`config.mk`:
```
export PLATFORM = sky130hd
export DESIGN_NAME = mcct_top
export DESIGN_NICKNAME = d
export VERILOG_FILES = /design/src/rtl/mcct_pkg.sv /design/src/rtl/mcct_timebase.sv /design/src/rtl/mcct_capture_chan.sv /design/src/rtl/mcct_compare_chan.sv /design/src/rtl/mcct_top.sv
export SDC_FILE = /design/constraint.sdc
export NUM_CORES = 1
export LEC_CHECK = 0
export CORE_MARGIN = 10
export CORE_UTILIZATION = 60
export CTS_CLUSTER_SIZE = 8
export DETAILED_ROUTE_END_ITERATION = 12
export DONT_BUFFER_PORTS = 1
export PLACE_DENSITY = 0.76
export RECOVER_POWER = 50
export SLEW_MARGIN = 20
export SYNTH_ARGS = -nofsm -noshare
export SYNTH_HDL_FRONTEND = slang
export SYNTH_SLANG_ARGS = --single-unit
export TNS_END_PERCENT = 100
```
`constraint.sdc`:
```
create_clock -name clk -period 4 [get_ports clk]
set_input_delay 0.6 -clock clk [delete_from_list [all_inputs] [get_ports clk]]
set_output_delay 0.6 -clock clk [all_outputs]
set_load 0.01 [all_outputs]
```
`src/rtl/mcct_pkg.sv`:
```
package mcct_pkg;
   localparam int ADDR_W = 6;
   localparam int CH_WIN = 8;
   typedef logic [ADDR_W-1:0] addr_t;

   localparam addr_t A_TBC      = 6'h00;
   localparam addr_t A_CAPEN    = 6'h01;
   localparam addr_t A_IMASK    = 6'h02;
   localparam addr_t A_ISTS     = 6'h03;
   localparam addr_t A_IEN      = 6'h04;
   localparam addr_t A_CMP_BASE = 6'h08;
   localparam addr_t A_MSK_BASE = 6'h10;
   localparam addr_t A_CAP_BASE = 6'h18;
endpackage

```
`src/rtl/mcct_timebase.sv`:
```
module mcct_timebase #(
   parameter int W = 32
) (
   input  logic         clk,
   input  logic         clr,
   input  logic         load,
   input  logic [W-1:0] load_val,
   output logic [W-1:0] count
);
   always_ff @(posedge clk) begin
      if (clr)       count <= '0;
      else if (load) count <= load_val;
      else           count <= count + 1'b1;
   end
endmodule

```
`src/rtl/mcct_capture_chan.sv`:
```
module mcct_capture_chan #(
   parameter int W      = 32,
   parameter int STAGES = 2
) (
   input  logic         clk,
   input  logic         cap_in,
   input  logic         enable,
   input  logic [W-1:0] tbc,
   output logic [W-1:0] cap_q,
   output logic         hit
);
   logic sync_out;
   logic prev_q;

   if (STAGES == 1) begin : g_one
      logic s_q;
      always_ff @(posedge clk) s_q <= cap_in;
      assign sync_out = s_q;
   end else begin : g_chain
      logic [STAGES-1:0] s_q;
      always_ff @(posedge clk) s_q <= {s_q[STAGES-2:0], cap_in};
      assign sync_out = s_q[STAGES-1];
   end

   assign hit = enable & sync_out & ~prev_q;

   always_ff @(posedge clk) begin
      prev_q <= sync_out;
      if (hit) cap_q <= tbc;
   end
endmodule

```
`src/rtl/mcct_compare_chan.sv`:
```
module mcct_compare_chan #(
   parameter int W = 32
) (
   input  logic         clk,
   input  logic         cmp_we,
   input  logic         msk_we,
   input  logic [W-1:0] wdata,
   input  logic [W-1:0] tbc,
   output logic [W-1:0] cmp_q,
   output logic [W-1:0] msk_q,
   output logic         hit
);
   logic match;
   logic match_q;

   assign match = ~|((tbc ^ cmp_q) & ~msk_q);
   assign hit   = match & ~match_q;

   always_ff @(posedge clk) begin
      if (cmp_we) cmp_q <= wdata;
      if (msk_we) msk_q <= wdata;
      match_q <= match;
   end
endmodule

```
`src/rtl/mcct_top.sv`:
```
module mcct_top
   import mcct_pkg::*;
#(
   parameter int                TBC_W       = 32,
   parameter int                N_CAP       = 5,
   parameter int                N_CMP       = 5,
   parameter int                CMP_BIT0    = 16,
   parameter int                SYNC_STAGES = 2,
   parameter logic [TBC_W-1:0]  IMASK_RST   = 32'hF800F800
) (
   input  logic               clk,
   input  logic               unit_rst,
   input  logic               tbc_rst,
   input  logic               reg_we,
   input  logic [ADDR_W-1:0]  reg_addr,
   input  logic [TBC_W-1:0]   reg_wdata,
   output logic [TBC_W-1:0]   reg_rdata,
   input  logic [N_CAP-1:0]   cap_in,
   output logic [N_CAP-1:0]   irq_cap,
   output logic [N_CMP-1:0]   irq_cmp
);
   localparam int REG_W = TBC_W;
   localparam logic [REG_W-1:0] CAP_BITS = REG_W'((64'd1 << N_CAP) - 64'd1);
   localparam logic [REG_W-1:0] CMP_BITS = REG_W'(((64'd1 << N_CMP) - 64'd1) << CMP_BIT0);
   localparam logic [REG_W-1:0] CH_BITS  = CAP_BITS | CMP_BITS;

   if (N_CAP < 1 || N_CAP > CH_WIN) begin : g_bad_ncap
      $error("N_CAP out of range");
   end
   if (N_CMP < 1 || N_CMP > CH_WIN) begin : g_bad_ncmp
      $error("N_CMP out of range");
   end
   if (CMP_BIT0 < N_CAP || CMP_BIT0 + N_CMP > REG_W) begin : g_bad_bits
      $error("status bit layout does not fit");
   end
   if (SYNC_STAGES < 1) begin : g_bad_sync
      $error("SYNC_STAGES must be at least 1");
   end

   logic [REG_W-1:0]              tbc_q;
   logic [N_CAP-1:0]              cap_en_q;
   logic [REG_W-1:0]              imask_q;
   logic [REG_W-1:0]              ien_q;
   logic [REG_W-1:0]              sts_q;
   logic [REG_W-1:0]              sts_set;
   logic [REG_W-1:0]              sts_clr;
   logic [N_CAP-1:0]              cap_hit;
   logic [N_CMP-1:0]              cmp_hit;
   logic [N_CMP-1:0]              cmp_we;
   logic [N_CMP-1:0]              msk_we;
   logic [N_CAP-1:0][REG_W-1:0]   cap_val;
   logic [N_CMP-1:0][REG_W-1:0]   cmp_val;
   logic [N_CMP-1:0][REG_W-1:0]   msk_val;

   mcct_timebase #(.W(REG_W)) u_tb (
      .clk      (clk),
      .clr      (unit_rst | tbc_rst),
      .load     (reg_we && reg_addr == A_TBC),
      .load_val (reg_wdata),
      .count    (tbc_q)
   );

   for (genvar i = 0; i < N_CAP; i++) begin : gen_cap
      mcct_capture_chan #(.W(REG_W), .STAGES(SYNC_STAGES)) u_cap (
         .clk    (clk),
         .cap_in (cap_in[i]),
         .enable (cap_en_q[i]),
         .tbc    (tbc_q),
         .cap_q  (cap_val[i]),
         .hit    (cap_hit[i])
      );
      assign irq_cap[i] = sts_q[i] & ien_q[i] & ~imask_q[i];
   end

   for (genvar j = 0; j < N_CMP; j++) begin : gen_cmp
      assign cmp_we[j] = reg_we && reg_addr == A_CMP_BASE + addr_t'(j);
      assign msk_we[j] = reg_we && reg_addr == A_MSK_BASE + addr_t'(j);
      mcct_compare_chan #(.W(REG_W)) u_cmp (
         .clk    (clk),
         .cmp_we (cmp_we[j]),
         .msk_we (msk_we[j]),
         .wdata  (reg_wdata),
         .tbc    (tbc_q),
         .cmp_q  (cmp_val[j]),
         .msk_q  (msk_val[j]),
         .hit    (cmp_hit[j])
      );
      assign irq_cmp[j] = sts_q[CMP_BIT0+j] & ien_q[CMP_BIT0+j] & ~imask_q[CMP_BIT0+j];
   end

   always_comb begin
      sts_set = '0;
      for (int i = 0; i < N_CAP; i++) sts_set[i] = cap_hit[i];
      for (int j = 0; j < N_CMP; j++) sts_set[CMP_BIT0+j] = cmp_hit[j];
   end

   assign sts_clr = (reg_we && reg_addr == A_ISTS) ? reg_wdata : '0;

   always_ff @(posedge clk) begin
      sts_q <= ((sts_q & ~sts_clr) | sts_set) & CH_BITS;
      if (reg_we && reg_addr == A_IEN) ien_q <= reg_wdata;
      if (unit_rst) begin
         cap_en_q <= '0;
         imask_q  <= IMASK_RST;
      end else if (reg_we) begin
         if (reg_addr == A_CAPEN) cap_en_q <= reg_wdata[N_CAP-1:0];
         if (reg_addr == A_IMASK) imask_q  <= reg_wdata;
      end
   end

   always_comb begin
      reg_rdata = '0;
      case (reg_addr)
         A_TBC:   reg_rdata = tbc_q;
         A_CAPEN: reg_rdata = REG_W'(cap_en_q);
         A_IMASK: reg_rdata = imask_q;
         A_ISTS:  reg_rdata = sts_q;
         A_IEN:   reg_rdata = ien_q;
         default: reg_rdata = '0;
      endcase
      for (int j = 0; j < N_CMP; j++) begin
         if (reg_addr == A_CMP_BASE + addr_t'(j)) reg_rdata = cmp_val[j];
         if (reg_addr == A_MSK_BASE + addr_t'(j)) reg_rdata = msk_val[j];
      end
      for (int i = 0; i < N_CAP; i++) begin
         if (reg_addr == A_CAP_BASE + addr_t'(i)) reg_rdata = cap_val[i];
      end
   end
endmodule

```
==> impl_metrics.toml, run 1 <==
[clock_tree]
clk_pin_slew_ns = 0.05
clock-sinks = 611
cts_made_buffers = 86
post_cts_buffers = 0
clockRootBuffer = "clkbuf_16"
cts_tree = "done"
cts_resized = 0
postCtsHoldBufs = 0
cts_max_level = 3
clockBufferDepth = 3
insertion_delay_ns = 0.61

[sta]
slew_violations = 84
min_period_ns = 4.01
finalHoldViolCount = 0
fin_ws_ns = -0.0123
skew_ns = 0.0220
worst_slew_pin_slew_ns = 2.46
slew_headroom_pct = -63.8
min_period_over_period_pct = 100
setup_viol = 1
fmax_ghz = 0.249
rsz0062_at_grt = "false"

[grt]
antenna_found_initial = 3
grt_pass1_vias = 18859
grt_max_degree = 86
grt_usage_pct = 34.4
grt_pass1_wl_mm = 132
gr-total-overflow = 0

[run_status]
failed_checks = "max-capacitance violations, max-slew violations, negative setup slack"
status = "complete, but fails checks"

[power]
clkPwrFrac_pct = 48.0
power_switching_mw = 2.94
p_comb_share_pct = 2.9
p_leak_nw = 9.72
seq_power_share_pct = 49.1
switching_share_pct = 20.8
irDropWorstVdd_v = 0.000407
power_density_nw_per_um2 = 472
intPower_mw = 11.2

[logic_synthesis]
synth_enable_flop_cells = 512
syn_inst = 2021
synth_fp_nets = 2069
synth_seq_cells = 611
yosysSeqAreaShare_pct = 65.8
synth_area_um2 = 26400
synthFlopType = "edfxtp_1"
yosys_warnings = 0
syn-mean-instance-area_um2 = 13.1
yosysUniqueCellTypes = 70
async_reset_ff_share_pct = 0

[placed_design]
gp_congestion = 1.02
dp_hpwl_mm = 62.2
io_buffers = 0
place_ws_ns = 0.355
postPlaceCellArea_um2 = 27600

[floorplan]
dieArea_um2 = 52800
row_count = 76
die_h_um = 230
core_um2 = 43300
initial_utilization_pct = 61.0
die_w_um = 230
io_pins = 89

[critical_path]
cp-end-kind = "output pin"
path_max_fanout = 85
crit_path_top_delay_cell = "nor2b_1"
cp_data_arrival_time_ns = 3.41
critical_path_class = "input port to output pin"
cpMostUsedCell = "a21oi_1"
critical_path.cell_chain = "nor2b_1, nand2_1, o221ai_1, a21oi_1, a21oi_1, o21ai_1"
startpoint_type = "input port"
cpPeakStageDelay_ns = 0.86
r2r_cells = 6
worstPathRequired_ns = 3.40

[flow_run]
max-cap-violations = 4

[routing]
viasPerCell = 7.11
routedWlPerCell_um = 33.8
drc_errors = 0
drt-initial-drc-count = 3506
num_vias = 19539
drtPass1Iterations = 6
ant_nets = 0
wirelength_mm = 92.8

[min_path]
hold_depth = 0
hold_class = "input port to flop"

[finish]
seq_area_um2 = 17400
fillCellCount = 2979
multiInputGateArea_um2 = 8410
final_area_um2 = 30000
fin_nets = 2136
syn_to_final_growth_pct = 13.6
final_layout_size_suffix_gt1_share_pct = 11.8
==> cell usage after synthesis, drive strengths merged (3+ instances only) <==
cell     number  area (um2)
o221ai       32         280
mux2i        46         460
o22ai        97         607
edfxtp      512       15400
a21oi       108         541
nor4         23         171
nand2       176         663
nor3         12        60.1
and4          8        70.1
nand3b       11        82.6
nor2b         3        18.8
mux2         19         214
a221oi       51         453
xor2         15         131
a211oi       33         248
buf          54         302
a211o         3        26.3
a222oi       20         200
a22oi        47         353
nand4        10        62.6
clkbuf       86         323
a2111oi      19         246
xnor2       177        1550
and2          4        25.0
a31oi         6        37.5
a221o         7        70.1
a21o          5        37.5
inv          10        37.5
o21ai        82         410
nor2        134         561
and3         21         131
nor3b         3        32.5
dfxtp        99        1980
o2bb2ai       3        26.3
nand2b        5        31.3
or2           4        25.0
nand3        44         220
a22o          9        78.8
==> registers in the layout, indices dropped and copies added (netlist names) <==
register,flops
u_tb.count,32
gen_cap.u_cap.cap_q,160
ien_q,32
gen_cap.u_cap.g_chain.s_q,10
imask_q,32
gen_cap.u_cap.prev_q,5
gen_cmp.u_cmp.match_q,5
gen_cmp.u_cmp.msk_q,160
cap_en_q,5
gen_cmp.u_cmp.cmp_q,160
sts_q,10
==> worst max-delay path: cells and delay by family <==
family	cells	cell delay, ns
AO/OA/AOI/OAI	4	1.39
AND/OR/NAND/NOR	2	1.36
==> metrics by stage <==
step / power (mW) / std cells / setup TNS, ns / util (%) / hold slack [ns]
after floorplan: 7.32 / 2021 / 0 / - / 0.310
after global placement: 7.45 / 2585 / 0 / 63.7 / 0.310
after detailed placement: 7.46 / 2585 / 0 / 63.7 / 0.313
after CTS: 14.1 / 2746 / 0 / 69.6 / 0.00324
after global routing: 14.4 / 2746 / 0 / 69.3 / 0.00762
final: 14.2 / 2748 / -0.0123 / 69.3 / 0.0109
==> per-layer routing <==
layer | part of all wire (%) | vias to the layer above | global-route usage [%] | wire length (um)
li1 | - | 7983 | - | -
met1 | 35 | 9583 | 44.0 | 32400
met2 | 44 | 1657 | 51.7 | 40900
met3 | 15 | 312 | 11.0 | 14200
met4 | 5.8 | 4 | 18.5 | 5380
met5 | 0.028 | - | 0 | 26
==> cell usage in the layout, fill, tap and decap left out, types with 7 or more instances in the layout <==
| cell type | instances |
|---|---|
| xor2_1 | 15 |
| edfxtp_1 | 512 |
| o22ai_1 | 97 |
| and3_1 | 14 |
| buf_4 | 84 |
| a221o_1 | 7 |
| nor4_1 | 19 |
| nand2_1 | 175 |
| nand3_1 | 43 |
| buf_12 | 9 |
| nor3_1 | 12 |
| mux2_2 | 19 |
| and4_1 | 8 |
| nand4_1 | 10 |
| a221oi_1 | 50 |
| xnor2_1 | 177 |
| a211oi_1 | 33 |
| a2111oi_2 | 12 |
| and3_2 | 7 |
| a222oi_1 | 20 |
| mux2i_1 | 46 |
| a22o_1 | 9 |
| o221ai_1 | 32 |
| a22oi_1 | 47 |
| o21ai_1 | 23 |
| o21ai_0 | 59 |
| clkbuf_16 | 89 |
| nor2_1 | 122 |
| clkbuf_1 | 94 |
| nand3b_1 | 11 |
| inv_1 | 10 |
| a21oi_1 | 108 |
| dfxtp_1 | 99 |
==> layout make-up <==
| class | instances | area share, % |
|---|---|---|
| multi-input cells | 1259 | 28.1 |
| well taps | 585 | 2.44 |
| clock buffers | 157 | 8.28 |
| clock inverters | 4 | 0.142 |
| inverters | 11 | 0.138 |
| flip-flops and latches | 611 | 57.9 |
| repair buffers | 119 | 3.03 |
| diodes | 2 | 0.0167 |
==> worst paths after layout <==
check	slack [ns]	endpoint	start
min	0.01	gen_cap[4].u_cap.g_chain.s_q[0]	cap_in[4]
max reg2reg	0.86	sts_q[20]	u_tb.count[3]
min reg2reg	0.33	gen_cap[3].u_cap.g_chain.s_q[1]	gen_cap[3].u_cap.g_chain.s_q[0]
max	-0.01	reg_rdata[22]	reg_addr[1]
==> power groups by stage <==
| stage | logic (mW) | registers [mW] | clock network (mW) |
|---|---|---|---|
| final | 0.408 | 6.95 | 6.80 |
| after global routing | 0.421 | 6.94 | 7.08 |
| after CTS | 0.396 | 6.95 | 6.79 |
| after detailed placement | 0.394 | 7.07 | 0 |
| after global placement | 0.389 | 7.06 | 0 |
| after floorplan | 0.266 | 7.06 | 0 |
==> cells by family (layout without fill, tap and decap cells) <==
| kind of cell | Yosys count | after routing | share of synthesized area, % |
|---|---|---|---|
| adders and majority gates | 1 | 1 | 0.0474 |
| xor gates and xnor gates | 192 | 192 | 6.37 |
| DFF | 611 | 611 | 65.8 |
| buffers and inverters | 151 | 291 | 2.52 |
| AOI/OAI and AO/OA | 531 | 531 | 14.0 |
| and+or+nand+nor | 468 | 468 | 8.56 |
| muxes | 67 | 67 | 2.73 |
| other | 0 | 2 | 0 |
Power figures use the tool's default switching activity.
==> run 2, diff against run 1 <==
--- a/config.mk
+++ b/config.mk
@@ -5,6 +5,7 @@
 export SDC_FILE = /design/constraint.sdc
 export NUM_CORES = 1
 export LEC_CHECK = 0
+export CORE_ASPECT_RATIO = 1.75
 export CORE_MARGIN = 10
 export CORE_UTILIZATION = 60
 export CTS_CLUSTER_SIZE = 8
==> run 2 against run 1 <==
  * The flow finishes with violations (max-capacitance violations, max-slew violations)
  * Register-to-register slack lost 0.66 ns
  * Sequential share of layout area is essentially flat
  * Cell count shrank 0.84%
  * Via count grew 0.78%
  * Routed wire length grew 6.1%
  * Worst setup slack gained 0.21 ns
  * Clock-buffer cell count shrank 4
==> impl_metrics.toml, run 2 (synthesis gave the netlist of run 1 again) <==
[clock_tree]
insertion_delay_ns = 0.62
clk_pin_slew_ns = 0.05
cts_made_buffers = 86
clock-sinks = 611
cts_tree = "done"
clockRootBuffer = "clkbuf_16"
clockBufferDepth = 3
cts_resized = 0
cts_max_level = 3
postCtsHoldBufs = 0
post_cts_buffers = 0

[placed_design]
gp_congestion = 1.00
postPlaceCellArea_um2 = 27600
io_buffers = 0
dp_hpwl_mm = 66.6

[finish]
fillCellCount = 3139
syn_to_final_growth_pct = 13.6
final_area_um2 = 30000
multiInputGateArea_um2 = 8410
final_layout_size_suffix_gt1_share_pct = 12.1
seq_area_um2 = 17400
num_antenna_cells = 0
layout_commonest_cell = "edfxtp_1"
top_regs = "gen_cap.u_cap.cap_q (160), gen_cmp.u_cmp.cmp_q (160), gen_cmp.u_cmp.msk_q (160)"
fin_nets = 2137
final_cell_mix = "512 x edfxtp_1, 177 x xnor2_1, 175 x nand2_1"

[sta]
whs_ns = 0.0133
rsz0062_at_grt = "false"
slew_violations = 34
skew_ns = 0.0289
slew_headroom_pct = -49.9
finalHoldViolCount = 0
min_period_over_period_pct = 95.1
min_period_ns = 3.80
setup_viol = 0
worst_slew_pin_slew_ns = 2.24
fin_tns_setup_ns = 0
fmax_ghz = 0.263

[power]
power_density_nw_per_um2 = 471
clkPwrFrac_pct = 47.9
switching_share_pct = 20.8
irDropWorstVdd_v = 0.000449
seq_power_share_pct = 49.1
p_leak_nw = 9.74
power_switching_mw = 2.94
p_comb_share_pct = 2.9
finalPower_mw = 14.1
intPower_mw = 11.2

[min_path]
hold_class = "input port to flop"

[grt]
grt_pass1_vias = 19446
grt_usage_pct = 36.8
antenna_found_initial = 5
gr-total-overflow = 0
grt_pass1_wl_mm = 139
grt_max_degree = 86

[routing]
drc_errors = 0
routedWlPerCell_um = 36.1
drt-initial-drc-count = 2906
viasPerCell = 7.23
drtPass1Iterations = 8
wirelength_mm = 98.5
ant_nets = 0
num_vias = 19692

[critical_path]
cp_data_arrival_time_ns = 4.31
path_max_fanout = 13
startpoint_type = "flop"
worstPathRequired_ns = 4.51
cp-end-kind = "flop"
critical_path_class = "flop to flop"

[floorplan]
row_count = 101
die_h_um = 297
initial_utilization_pct = 60.7
io_pins = 89
core_um2 = 43500
die_w_um = 179
dieArea_um2 = 53100

[run_status]
status = "complete, but fails checks"
failed_checks = "max-capacitance violations, max-slew violations"

[flow_run]
max-cap-violations = 2
-- run 2: metal layers --
metal	GRT usage [%]	wire (um)	vias to the layer above	part of all wire, %
li1	-	-	7990	-
met1	43.5	31500	9611	32
met2	56.6	45200	1608	46
met3	8.70	12200	479	12
met4	28.8	9560	4	9.7
met5	0	28	-	0.028
-- run 2: path summary, 6_finish.rpt --
kind / to / startpoint / slack [ns] / cells after the start
worst max-delay path: u_tb.count[29] / u_tb.count[5] / 0.20 / 8
worst min-delay path: gen_cap[4].u_cap.g_chain.s_q[0] / cap_in[4] / 0.01 / 0
worst max register to register: u_tb.count[29] / u_tb.count[5] / 0.20 / 8
worst min register to register: gen_cap[3].u_cap.g_chain.s_q[1] / gen_cap[3].u_cap.g_chain.s_q[0] / 0.32 / 0
-- run 2: area by class of cell --
class	instances	area share (%)
multi-input combinational	1259	28.0
clock inverter	5	0.267
sequential	611	57.9
clock buffer	153	8.09
inverter	11	0.138
tap	566	2.36
timing repair buffer	120	3.20
-- run 2: per-stage QoR --
step                cells  utilization (%)  setup WS, ns
floorplan            2021                -          1.06
global placement     2566             63.4         0.287
detailed placement   2566             63.4         0.286
CTS                  2724             69.1         0.280
global route         2725             69.0         0.152
finish               2725             69.0         0.197
-- run 2: power groups by stage --
stage	Sequential [mW]	Clock [mW]	Combinational [mW]
floorplan	7.06	0	0.266
global placement	7.07	0	0.397
detailed placement	7.07	0	0.401
CTS	6.95	6.76	0.403
global route	6.94	7.06	0.425
finish	6.94	6.77	0.414
-- run 2: worst max-delay path: stages (launching register included) --
cell and delay [ns]:
dfxtp_1 0.30, clkbuf_1 0.85, nand4_1 0.71, nor4_4 0.71
nand4_1 0.32, nor3_1 0.26, buf_4 0.15, xnor2_1 0.09
a21oi_1 0.32
